`src/rtl/dbgm_pkg.sv`:
```
package dbgm_pkg;
  localparam int CTL_W    = 6;
  localparam int B_EN     = 0;
  localparam int B_TAG    = 1;
  localparam int B_BRK    = 2;
  localparam int B_DIREN  = 3;
  localparam int B_DIRRD  = 4;
  localparam int B_INV    = 5;
  localparam logic [1:0] SEL_CTL  = 2'd0;
  localparam logic [1:0] SEL_ADDR = 2'd1;
  localparam logic [1:0] SEL_DATA = 2'd2;

  typedef struct packed {
    logic ldAddr;
    logic ldData;
    logic tagMode;
    logic dirEn;
    logic dirRead;
    logic invData;
  } cmpStrobe_t;
endpackage

```
`src/rtl/dbgm_dpath.sv`:
```
module dbgm_dpath
  import dbgm_pkg::*;
#(
  parameter int ADDR_W = 16,
  parameter int DATA_W = 8,
  parameter bit HAS_INV_DATA = 1'b1
) (
  input  logic              clk,
  input  logic              rstN,
  input  cmpStrobe_t        stb,
  input  logic [ADDR_W-1:0] regWdata,
  input  logic              busValid,
  input  logic [ADDR_W-1:0] busAddr,
  input  logic [DATA_W-1:0] busData,
  input  logic              busRead,
  output logic              busHit
);
  logic [ADDR_W-1:0] addrQ;
  logic [DATA_W-1:0] dataQ;
  logic addrEq, dataEq, dataOk, dirOk;

  always_ff @(posedge clk or negedge rstN) begin
    if (!rstN) begin
      addrQ <= '0;
      dataQ <= '0;
    end else begin
      if (stb.ldAddr) addrQ <= regWdata;
      if (stb.ldData) dataQ <= regWdata[DATA_W-1:0];
    end
  end

  assign addrEq = (busAddr == addrQ);
  assign dataEq = (busData == dataQ);

  generate
    if (HAS_INV_DATA) begin : g_inv
      assign dataOk = dataEq ^ stb.invData;
    end else begin : g_noinv
      assign dataOk = dataEq;
    end
  endgenerate

  assign dirOk  = !stb.dirEn || (busRead == stb.dirRead);
  assign busHit = busValid && addrEq && (stb.tagMode || (dataOk && dirOk));

  // outside tag mode a direction-checked hit follows the selected direction
  a_r4_dir_respected: assert property (@(posedge clk) disable iff (!rstN)
    (busHit && !stb.tagMode && stb.dirEn) |-> (busRead == stb.dirRead));
  // no hit on an invalid cycle or a foreign address
  a_r3_needs_addr: assert property (@(posedge clk) disable iff (!rstN)
    busHit |-> (busValid && busAddr == addrQ));
endmodule

```
`src/rtl/dbgm_ctrl.sv`:
```
module dbgm_ctrl
  import dbgm_pkg::*;
#(
  parameter int TAG_W = 3
) (
  input  logic             clk,
  input  logic             rstN,
  input  logic             regWe,
  input  logic [1:0]       regSel,
  input  logic [CTL_W-1:0] ctlWdata,
  input  logic             armReq,
  input  logic             brkEnable,
  input  logic             busHit,
  input  logic [TAG_W-1:0] busTagId,
  input  logic             execValid,
  input  logic [TAG_W-1:0] execTagId,
  input  logic             flushReq,
  output cmpStrobe_t       stb,
  output logic             trigOut,
  output logic             brkReq,
  output logic             traceStop,
  output logic             disarmOut,
  output logic             armed
);
  logic [CTL_W-1:0] ctlQ;
  logic             pendQ;
  logic [TAG_W-1:0] pendIdQ;
  logic en, tagMode, brkSel;
  logic immHit, tagCap, execHit, trigEvt, brkEvt;

  assign en      = ctlQ[B_EN];
  assign tagMode = ctlQ[B_TAG];
  assign brkSel  = ctlQ[B_BRK];

  always_comb begin
    stb.ldAddr  = regWe && (regSel == SEL_ADDR);
    stb.ldData  = regWe && (regSel == SEL_DATA);
    stb.tagMode = tagMode;
    stb.dirEn   = ctlQ[B_DIREN];
    stb.dirRead = ctlQ[B_DIRRD];
    stb.invData = ctlQ[B_INV];
  end

  assign immHit  = en && busHit && !tagMode;
  assign tagCap  = en && busHit && tagMode && armed && !flushReq;
  assign execHit = en && tagMode && pendQ && execValid && !flushReq
                   && (execTagId == pendIdQ);
  assign trigEvt = armed && (immHit || execHit);
  assign brkEvt  = trigEvt && brkSel;

  always_ff @(posedge clk or negedge rstN) begin
    if (!rstN) begin
      ctlQ      <= '0;
      pendQ     <= 1'b0;
      pendIdQ   <= '0;
      trigOut   <= 1'b0;
      brkReq    <= 1'b0;
      traceStop <= 1'b0;
      disarmOut <= 1'b0;
      armed     <= 1'b0;
    end else begin
      if (regWe && regSel == SEL_CTL) ctlQ <= ctlWdata;
      trigOut   <= trigEvt;
      brkReq    <= brkEvt && brkEnable;
      traceStop <= brkEvt;
      disarmOut <= brkEvt;
      if (brkEvt)      armed <= 1'b0;
      else if (armReq) armed <= 1'b1;
      if (!en || flushReq || brkEvt || !armed) begin
        pendQ <= 1'b0;
      end else if (tagCap) begin
        pendQ   <= 1'b1;
        pendIdQ <= busTagId;
      end else if (execHit) begin
        pendQ <= 1'b0;
      end
    end
  end

  a_r1_disabled_silent: assert property (@(posedge clk) disable iff (!rstN)
    !en |=> (!trigOut && !brkReq && !traceStop && !pendQ));
  a_r9_brk_gated: assert property (@(posedge clk) disable iff (!rstN)
    brkReq |-> ($past(brkEnable) && traceStop));
  a_r8_stop_disarms: assert property (@(posedge clk) disable iff (!rstN)
    traceStop |-> (!armed && disarmOut));
  a_r11_only_armed: assert property (@(posedge clk) disable iff (!rstN)
    trigOut |-> $past(armed));
  a_r7_flush_clears: assert property (@(posedge clk) disable iff (!rstN)
    flushReq |=> !pendQ);
endmodule

```
`src/rtl/dbg_match_chan.sv`:
```
module dbg_match_chan
  import dbgm_pkg::*;
#(
  parameter int ADDR_W = 16,
  parameter int DATA_W = 8,
  parameter int TAG_W  = 3,
  parameter bit HAS_INV_DATA = 1'b1
) (
  input  logic              clk,
  input  logic              rstN,
  input  logic              regWe,
  input  logic [1:0]        regSel,
  input  logic [ADDR_W-1:0] regWdata,
  input  logic              armReq,
  input  logic              brkEnable,
  input  logic              busValid,
  input  logic [ADDR_W-1:0] busAddr,
  input  logic [DATA_W-1:0] busData,
  input  logic              busRead,
  input  logic [TAG_W-1:0]  busTagId,
  input  logic              execValid,
  input  logic [TAG_W-1:0]  execTagId,
  input  logic              flushReq,
  output logic              trigOut,
  output logic              brkReq,
  output logic              traceStop,
  output logic              disarmOut,
  output logic              armed
);
  cmpStrobe_t stb;
  logic busHit;

  dbgm_dpath #(.ADDR_W(ADDR_W), .DATA_W(DATA_W), .HAS_INV_DATA(HAS_INV_DATA)) u_dpath (
    .clk(clk), .rstN(rstN), .stb(stb), .regWdata(regWdata),
    .busValid(busValid), .busAddr(busAddr), .busData(busData),
    .busRead(busRead), .busHit(busHit)
  );

  dbgm_ctrl #(.TAG_W(TAG_W)) u_ctrl (
    .clk(clk), .rstN(rstN), .regWe(regWe), .regSel(regSel),
    .ctlWdata(regWdata[CTL_W-1:0]), .armReq(armReq), .brkEnable(brkEnable),
    .busHit(busHit), .busTagId(busTagId), .execValid(execValid),
    .execTagId(execTagId), .flushReq(flushReq), .stb(stb),
    .trigOut(trigOut), .brkReq(brkReq), .traceStop(traceStop),
    .disarmOut(disarmOut), .armed(armed)
  );
endmodule

```
`config.mk`:
```
export PLATFORM = sky130hd
export DESIGN_NAME = dbg_match_chan
export DESIGN_NICKNAME = d
export VERILOG_FILES = /design/src/rtl/dbgm_pkg.sv /design/src/rtl/dbgm_dpath.sv /design/src/rtl/dbgm_ctrl.sv /design/src/rtl/dbg_match_chan.sv
export SDC_FILE = /design/constraint.sdc
export NUM_CORES = 1
export LEC_CHECK = 0
export ABC_AREA = 1
export ABC_CLOCK_PERIOD_IN_PS = 1700
export BUFFER_PORTS_ARGS = -buffer_cell sky130_fd_sc_hd__buf_4
export CORE_ASPECT_RATIO = 2
export CORE_MARGIN = 4
export CORE_UTILIZATION = 30
export CTS_CLUSTER_SIZE = 28
export DETAILED_ROUTE_END_ITERATION = 8
export GPL_TIMING_DRIVEN = 0
export HOLD_SLACK_MARGIN = 0.05
export SYNTH_ARGS = -nofsm -noshare
export SYNTH_HDL_FRONTEND = slang
export SYNTH_HIERARCHICAL = 1
export SYNTH_SLANG_ARGS = --single-unit
```
`constraint.sdc`:
```
create_clock -name clk -period 1.7 [get_ports clk]
set_clock_uncertainty 0.05 [all_clocks]
set_input_delay 0.425 -clock clk [delete_from_list [all_inputs] [get_ports clk]]
set_output_delay 0.425 -clock clk [all_outputs]
set_load 0.02 [all_outputs]
```
Word level (Yosys, flattened, before mapping)
Cells that the tools add are included.
W data, S select, Z words.
- logic and storage cells: 56
- bits in registers: 38
- input port bits: 57
- output and inout port bits: 5
- bitwise logic cells: 2
- equal/unequal tests: 6
- multiplexer cells: 5
- reductions and logical operators: 34
- operators with widths (cell ; number):
    $logic_and A1 B1 Y1 ; 19
    $eq A16 B16 Y1 ; 1
    $eq A8 B8 Y1 ; 1
    $logic_or A1 B1 Y1 ; 6
    $logic_not A1 Y1 ; 5
    $mux W1 ; 5
    $eq A3 B3 Y1 ; 1
    $reduce_bool A3 Y1 ; 1
    $eq A2 B1 Y1 const B ; 1
    $eq A2 B2 Y1 const B ; 1
    $logic_not A2 Y1 ; 1
    $reduce_and A2 Y1 ; 1
    $reduce_bool A2 Y1 ; 1
    $eq A1 B1 Y1 ; 1
    $not A1 Y1 ; 1
    $xor A1 B1 Y1 ; 1

Depth between registers and ports, before layout
- depth after elaboration: 14
- depth in mapped cells: 15
- gate-level depth less buffers: 15

Modules after synthesis
Netlist, hierarchy kept.
- modules (own cells, without submodules) (module ; times used ; sequential area each (µm²) ; cells each ; area each (µm²)):
    dbgm_dpath ; 1 ; 600.6 ; 164 ; 1291.2
    dbgm_ctrl ; 1 ; 350.3 ; 79 ; 709.4

Worst setup path before layout
OpenSTA, ideal clock, no wires.
- path kind: register -> register
- from: register u_ctrl.ctlQ[4]
- to: register u_ctrl.pendIdQ[0]
- data required time: 1.533 ns
- buffers on the path: 1
- setup slack: -0.012 ns
- clock period less this slack: 1.712 ns
- data arrival time: 1.545 ns
- stages on the path, launching flop included: 11
- library setup time: 0.117 ns
- cell sequence: dfrtp_1 > buf_4 > or2_2 > nand3_1 > nand3_2 > a21oi_2 > nand2_1 > nor2_1 > nand3_4 > nand2_1 > nand2_1
- cells in the longest elaborated chain, start to end: 14
- elaborated cells between the ends (all ways): 17
- classes of those cells: 1 x eq/ne; 1 x bitwise; 15 x reduce/logical
- ends and longest elaborated chain (item ; line ; text):
    from (decl) ; dbgm_ctrl.sv:25 ; logic [CTL_W-1:0] ctlQ;
    from (signal assigned) ; dbgm_ctrl.sv:62 ; if (regWe && regSel == SEL_CTL) ctlQ <= ctlWdata;
    $eq A1 B1 Y1 * ; dbgm_dpath.sv:43 ; assign dirOk = !stb.dirEn || (busRead == stb.dirRead);
    $logic_or A1 B1 Y1 * ; dbgm_dpath.sv:43 ;
    $logic_and A1 B1 Y1 * ; dbgm_dpath.sv:44 ; assign busHit = busValid && addrEq && (stb.tagMode || (dataOk && dirOk));
    $logic_or A1 B1 Y1 * ; dbgm_dpath.sv:44 ;
    $logic_and A1 B1 Y1 * ; dbgm_dpath.sv:44 ;
    named net busHit ; dbg_match_chan.sv:31 ; logic busHit;
    $logic_and A1 B1 Y1 * ; dbgm_ctrl.sv:44, dbgm_ctrl.sv:45 ;
    $logic_and A1 B1 Y1 ; dbgm_ctrl.sv:44 ; assign immHit = en && busHit && !tagMode;
    $logic_or A1 B1 Y1 ; dbgm_ctrl.sv:48 ; assign trigEvt = armed && (immHit || execHit);
    $logic_and A1 B1 Y1 ; dbgm_ctrl.sv:48 ;
    $logic_and A1 B1 Y1 ; dbgm_ctrl.sv:49 ; assign brkEvt = trigEvt && brkSel;
    $logic_or A1 B1 Y1 (2 in series) ; dbgm_ctrl.sv:69 ; if (!en || flushReq || brkEvt || !armed) begin
    $not A1 Y1 (no line) ; -- ;
    $reduce_and A2 Y1 (no line) * ; -- ;
    to (signal assigned) ; dbgm_ctrl.sv:73 ; pendIdQ <= busTagId;
    to (decl) ; dbgm_ctrl.sv:27 ; logic [TAG_W-1:0] pendIdQ;
The timed path passes the listed nets; every way through them passes the cells marked *.
A chain may end at the register's enable or synchronous reset.

Final worst setup path
- from: register u_dpath.dataQ[3]
- to: register u_ctrl.pendIdQ[2]
- cells in the longest elaborated chain, start to end: 14
- elaborated cells between the ends (all ways): 17
- classes of those cells: 1 x eq/ne; 2 x bitwise; 14 x reduce/logical
- ends and longest elaborated chain (item ; line ; text):
    from (decl) ; dbgm_dpath.sv:19 ; logic [DATA_W-1:0] dataQ;
    from (signal assigned) ; dbgm_dpath.sv:28 ; if (stb.ldData) dataQ <= regWdata[DATA_W-1:0];
    $eq A8 B8 Y1 * ; dbgm_dpath.sv:33 ; assign dataEq = (busData == dataQ);
    $xor A1 B1 Y1 * ; dbgm_dpath.sv:37 ; assign dataOk = dataEq ^ stb.invData;
    $logic_and A1 B1 Y1 * ; dbgm_dpath.sv:44 ;
    $logic_or A1 B1 Y1 * ; dbgm_dpath.sv:44 ;
    $logic_and A1 B1 Y1 * ; dbgm_dpath.sv:44 ;
    named net busHit ; dbg_match_chan.sv:31 ;
    $logic_and A1 B1 Y1 * ; dbgm_ctrl.sv:44, dbgm_ctrl.sv:45 ;
    $logic_and A1 B1 Y1 ; dbgm_ctrl.sv:44 ;
    $logic_or A1 B1 Y1 ; dbgm_ctrl.sv:48 ;
    $logic_and A1 B1 Y1 ; dbgm_ctrl.sv:48 ;
    $logic_and A1 B1 Y1 ; dbgm_ctrl.sv:49 ;
    $logic_or A1 B1 Y1 (2 in series) ; dbgm_ctrl.sv:69 ;
    $not A1 Y1 (no line) ; -- ;
    $reduce_and A2 Y1 (no line) * ; -- ;
Marked as above.

==> flow_metrics.tcl <==
set metrics [dict create \
    status "finished with violations" \
    violations "setup timing" \
    fin_crit_ns 1.806 \
    worst_slack_ns -0.1062 \
    grt_pass1_wl_um 8038 \
    grt_pass1_vias 1754 \
    track_usage_pct 13.17 \
    arrival_ns 1.97 \
    die_area_um2 8119 \
    fin_nets 371 \
    firstDrtPassIters 4 \
    clk_pin_slew_worst_paths_ns 0.06 \
    hold_class "in2async" \
    fmax_ghz 0.5537 \
    routed_wirelength_um 5013 \
    rows 41 \
    core_um2 6412 \
    drc 0 \
    drv_slew 0 \
    syn_nets 300 \
    syn_area_um2 2001 \
    port_buffers 61 \
    finalWeightedCongestion 0.7809 \
    p_total_w 0.002844 \
    yosys.area.top_type "dfrtp_1" \
    grt.busiest_layer "met2" \
    vias_per_cell 4.392 \
    tritoncts "yes" \
    seq_area_frac_synth_pct 47.53 \
    htree_levels 2 \
    dp.cells 390 \
    use_met1_pct 13.75 \
    reg2reg_depth 13 \
    cp.required_ns 1.86 \
    tightest_slew_ns 0.6760 \
    ir_worst_vdd_mv 0.5277 \
    startpoint "u_dpath/dataQ[3]$_DFFE_PN0P_" \
    drv_cap 0 \
    dp_hpwl_um 4001 \
    drt_iter0_markers 13 \
    die_h_um 123.5 \
    regToRegStartpoint "u_dpath/dataQ[3]$_DFFE_PN0P_" \
    drtAntennaViolNets 0 \
    r2r-end "u_ctrl/pendIdQ[2]$_DFFE_PN0P_" \
    path_class "reg2reg" \
    finalCritPeriodShare_pct 106.2 \
    io_pins 62 \
    p_leak_nw 1.435 \
    start_util_pct 31.20 \
    grt_max_degree 39 \
    setup_violations 6 \
    report.final.hold_viol_count 0 \
    vias 1761 \
    synthCells 243 \
    cts_sinks 38 \
    rsz0062_at_grt "yes" \
    syn_to_final_growth_pct 41.21 \
    cts_buffer_depth 2 \
    routedWlPerCell_um 12.50 \
    cp-start-kind "flip-flop" \
    endpoint "u_ctrl/pendIdQ[2]$_DFFE_PN0P_" \
    cellPowerDensity_nw_per_um2 1007 \
    worstPathMaxFanout 8 \
    grtUsageMet3_pct 1.909 \
    cts_root_buf "clkbuf_16" \
    syn_area_per_cell_um2 8.233 \
    ys_top_cells_by_area "dfrtp_1 48%, nand2_1 12%, inv_1 6.0%" \
    cts_made_buffers 5 \
    ys_types 27 \
    instances_no_fill 401 \
    diodes 0 \
    reg2reg_slack_ns -0.11 \
    drive_gt1_share_pct 34.92 \
    slew_headroom_pct 54.59 \
    worstSkewPairLatency_ns 0.27 \
    synth-seq-cells 38 \
    synth_top_area_share_pct 47.53 \
    dieWidth_um 65.75 \
    overflow 0 \
    synth_warnings 6 \
    critPathCaptureType "flip-flop" \
    gr-usage-met2_pct 24.95 \
    antenna_found_initial 0 \
]
==> cells in the final DEF (no fill, tap or decap) <==
cell / netlist / layout
a21boi_1: 0 / 1
a21oi_1: 3 / 3
a21oi_4: 0 / 1
buf_2: 4 / 4
buf_4: 5 / 69
bufinv_16: 0 / 2
clkbuf_16: 0 / 5
clkbuf_8: 0 / 1
dfrtp_1: 38 / 38
inv_1: 32 / 29
inv_2: 5 / 8
mux2_1: 8 / 8
mux2_2: 4 / 4
nand2_1: 65 / 62
nand2_2: 1 / 4
nand3_1: 8 / 6
nand3_2: 2 / 4
nand3_4: 2 / 2
nand4_1: 4 / 4
nor2_1: 19 / 16
nor2_2: 1 / 3
nor2_4: 0 / 1
nor3_1: 3 / 3
nor3_2: 1 / 1
o21ai_0: 10 / 7
o21ai_1: 15 / 18
o22ai_1: 1 / 1
or2_0: 1 / 1
or2_2: 1 / 1
xnor2_1: 4 / 4
xor2_1: 4 / 4
==> cell type report <==
cell class	instances	area, µm²
sequential	38	950.9
clock inverter	2	60.06
timing repair buffer	64	480.5
multi-input combinational	159	890.9
tap	86	107.6
buffer	9	57.56
fill	665	3587
inverter	37	138.9
clock buffer	6	138.9
==> routing by layer <==
metal	vias to the layer above	wire length, µm
met4	0	91
met2	37	2980
met5	-	0
met1	817	1796
li1	903	-
met3	4	144
==> logic make-up (layout without fill, tap and decap cells) <==
kind of cell / Yosys count / after routing / synth area share, %
AOI/OAI and AO/OA: 31 / 31 / 8.130
xor gates and xnor gates: 8 / 8 / 3.502
buffers and inverters: 46 / 118 / 9.819
DFF: 38 / 38 / 47.53
muxes: 12 / 12 / 6.754
and+or+nand+nor: 108 / 108 / 24.27
==> sequential cells by signal, indices dropped and copies added, names as in the netlist <==
register,cells
u_ctrl/armed,1
u_ctrl/ctlQ,6
u_ctrl/pendQ,1
u_ctrl/disarmOut,1
u_dpath/addrQ,16
u_ctrl/pendIdQ,3
u_dpath/dataQ,8
u_ctrl/trigOut,1
u_ctrl/brkReq,1
==> how the worst min path moves through the flow <==
stage                     slack, ns  from                            to  depth (start not counted)
final                          0.06  rstN  u_dpath/dataQ[4]$_DFFE_PN0P_                          1
after global routing           0.11  rstN  u_dpath/dataQ[4]$_DFFE_PN0P_                          1
after CTS                      0.09  rstN  u_dpath/dataQ[2]$_DFFE_PN0P_                          1
after detailed placement       0.38  rstN  u_dpath/dataQ[4]$_DFFE_PN0P_                          1
after global placement         0.38  rstN  u_dpath/dataQ[4]$_DFFE_PN0P_                          1
after floorplan                0.08  rstN      u_ctrl/armed$_DFFE_PN0P_                          0
==> synth_stat cells, drive strengths merged <==
cell type,number
or2,2
xnor2,4
inv,37
a21oi,4
xor2,4
o22ai,1
mux2,12
nor3,4
nand2,66
nor2,20
o21ai,25
nand3,12
a21boi,1
dfrtp,38
buf,9
nand4,4
==> where the power goes <==
group	internal (W)	switching [W]	total (W)
clock network	0.000880	0.000351	0.00123
logic	0.000256	0.000257	0.000513
registers	0.00103	0.0000683	0.00110
==> worst max-delay path, stage by stage, from the launching register on <==
cell	delay, ns
dfrtp_1	0.39
xnor2_1	0.18
nand2_1	0.11
nor2_1	0.10
nand2_1	0.05
nand2_1	0.06
nand3_2	0.08
a21oi_4	0.16
nand3_2	0.11
nand2_2	0.09
nand3_4	0.13
nand3_4	0.11
nand2_1	0.05
nand2_1	0.05
==> repair_timing <==
action	in CTS	in global routing
gates resized for setup	2	14
hold buffers	0	0
hold endpoints to repair	0	0
endpoints found under the setup margin	6	8
pin swaps	9	8
buffers inserted	1	2
==> per-stage QoR <==
| stage | setup WS (ns) | instance area [µm²] | util, % | hold WS [ns] | TNS (ns) |
|---|---|---|---|---|---|
| after floorplan | 0.05703 | 2003 | - | 0.07941 | 0 |
| after global placement | -0.2288 | 2569 | 40.06 | 0.3757 | -1.442 |
| after detailed placement | -0.2456 | 2569 | 40.06 | 0.3843 | -1.711 |
| after CTS | -0.09323 | 2785 | 43.43 | 0.08817 | -0.3938 |
| after global routing | -0.2752 | 2825 | 44.06 | 0.1078 | -1.795 |
| final | -0.1062 | 2825 | 44.06 | 0.06470 | -0.5466 |
No activity file was read; power rests on OpenSTA's default activity.
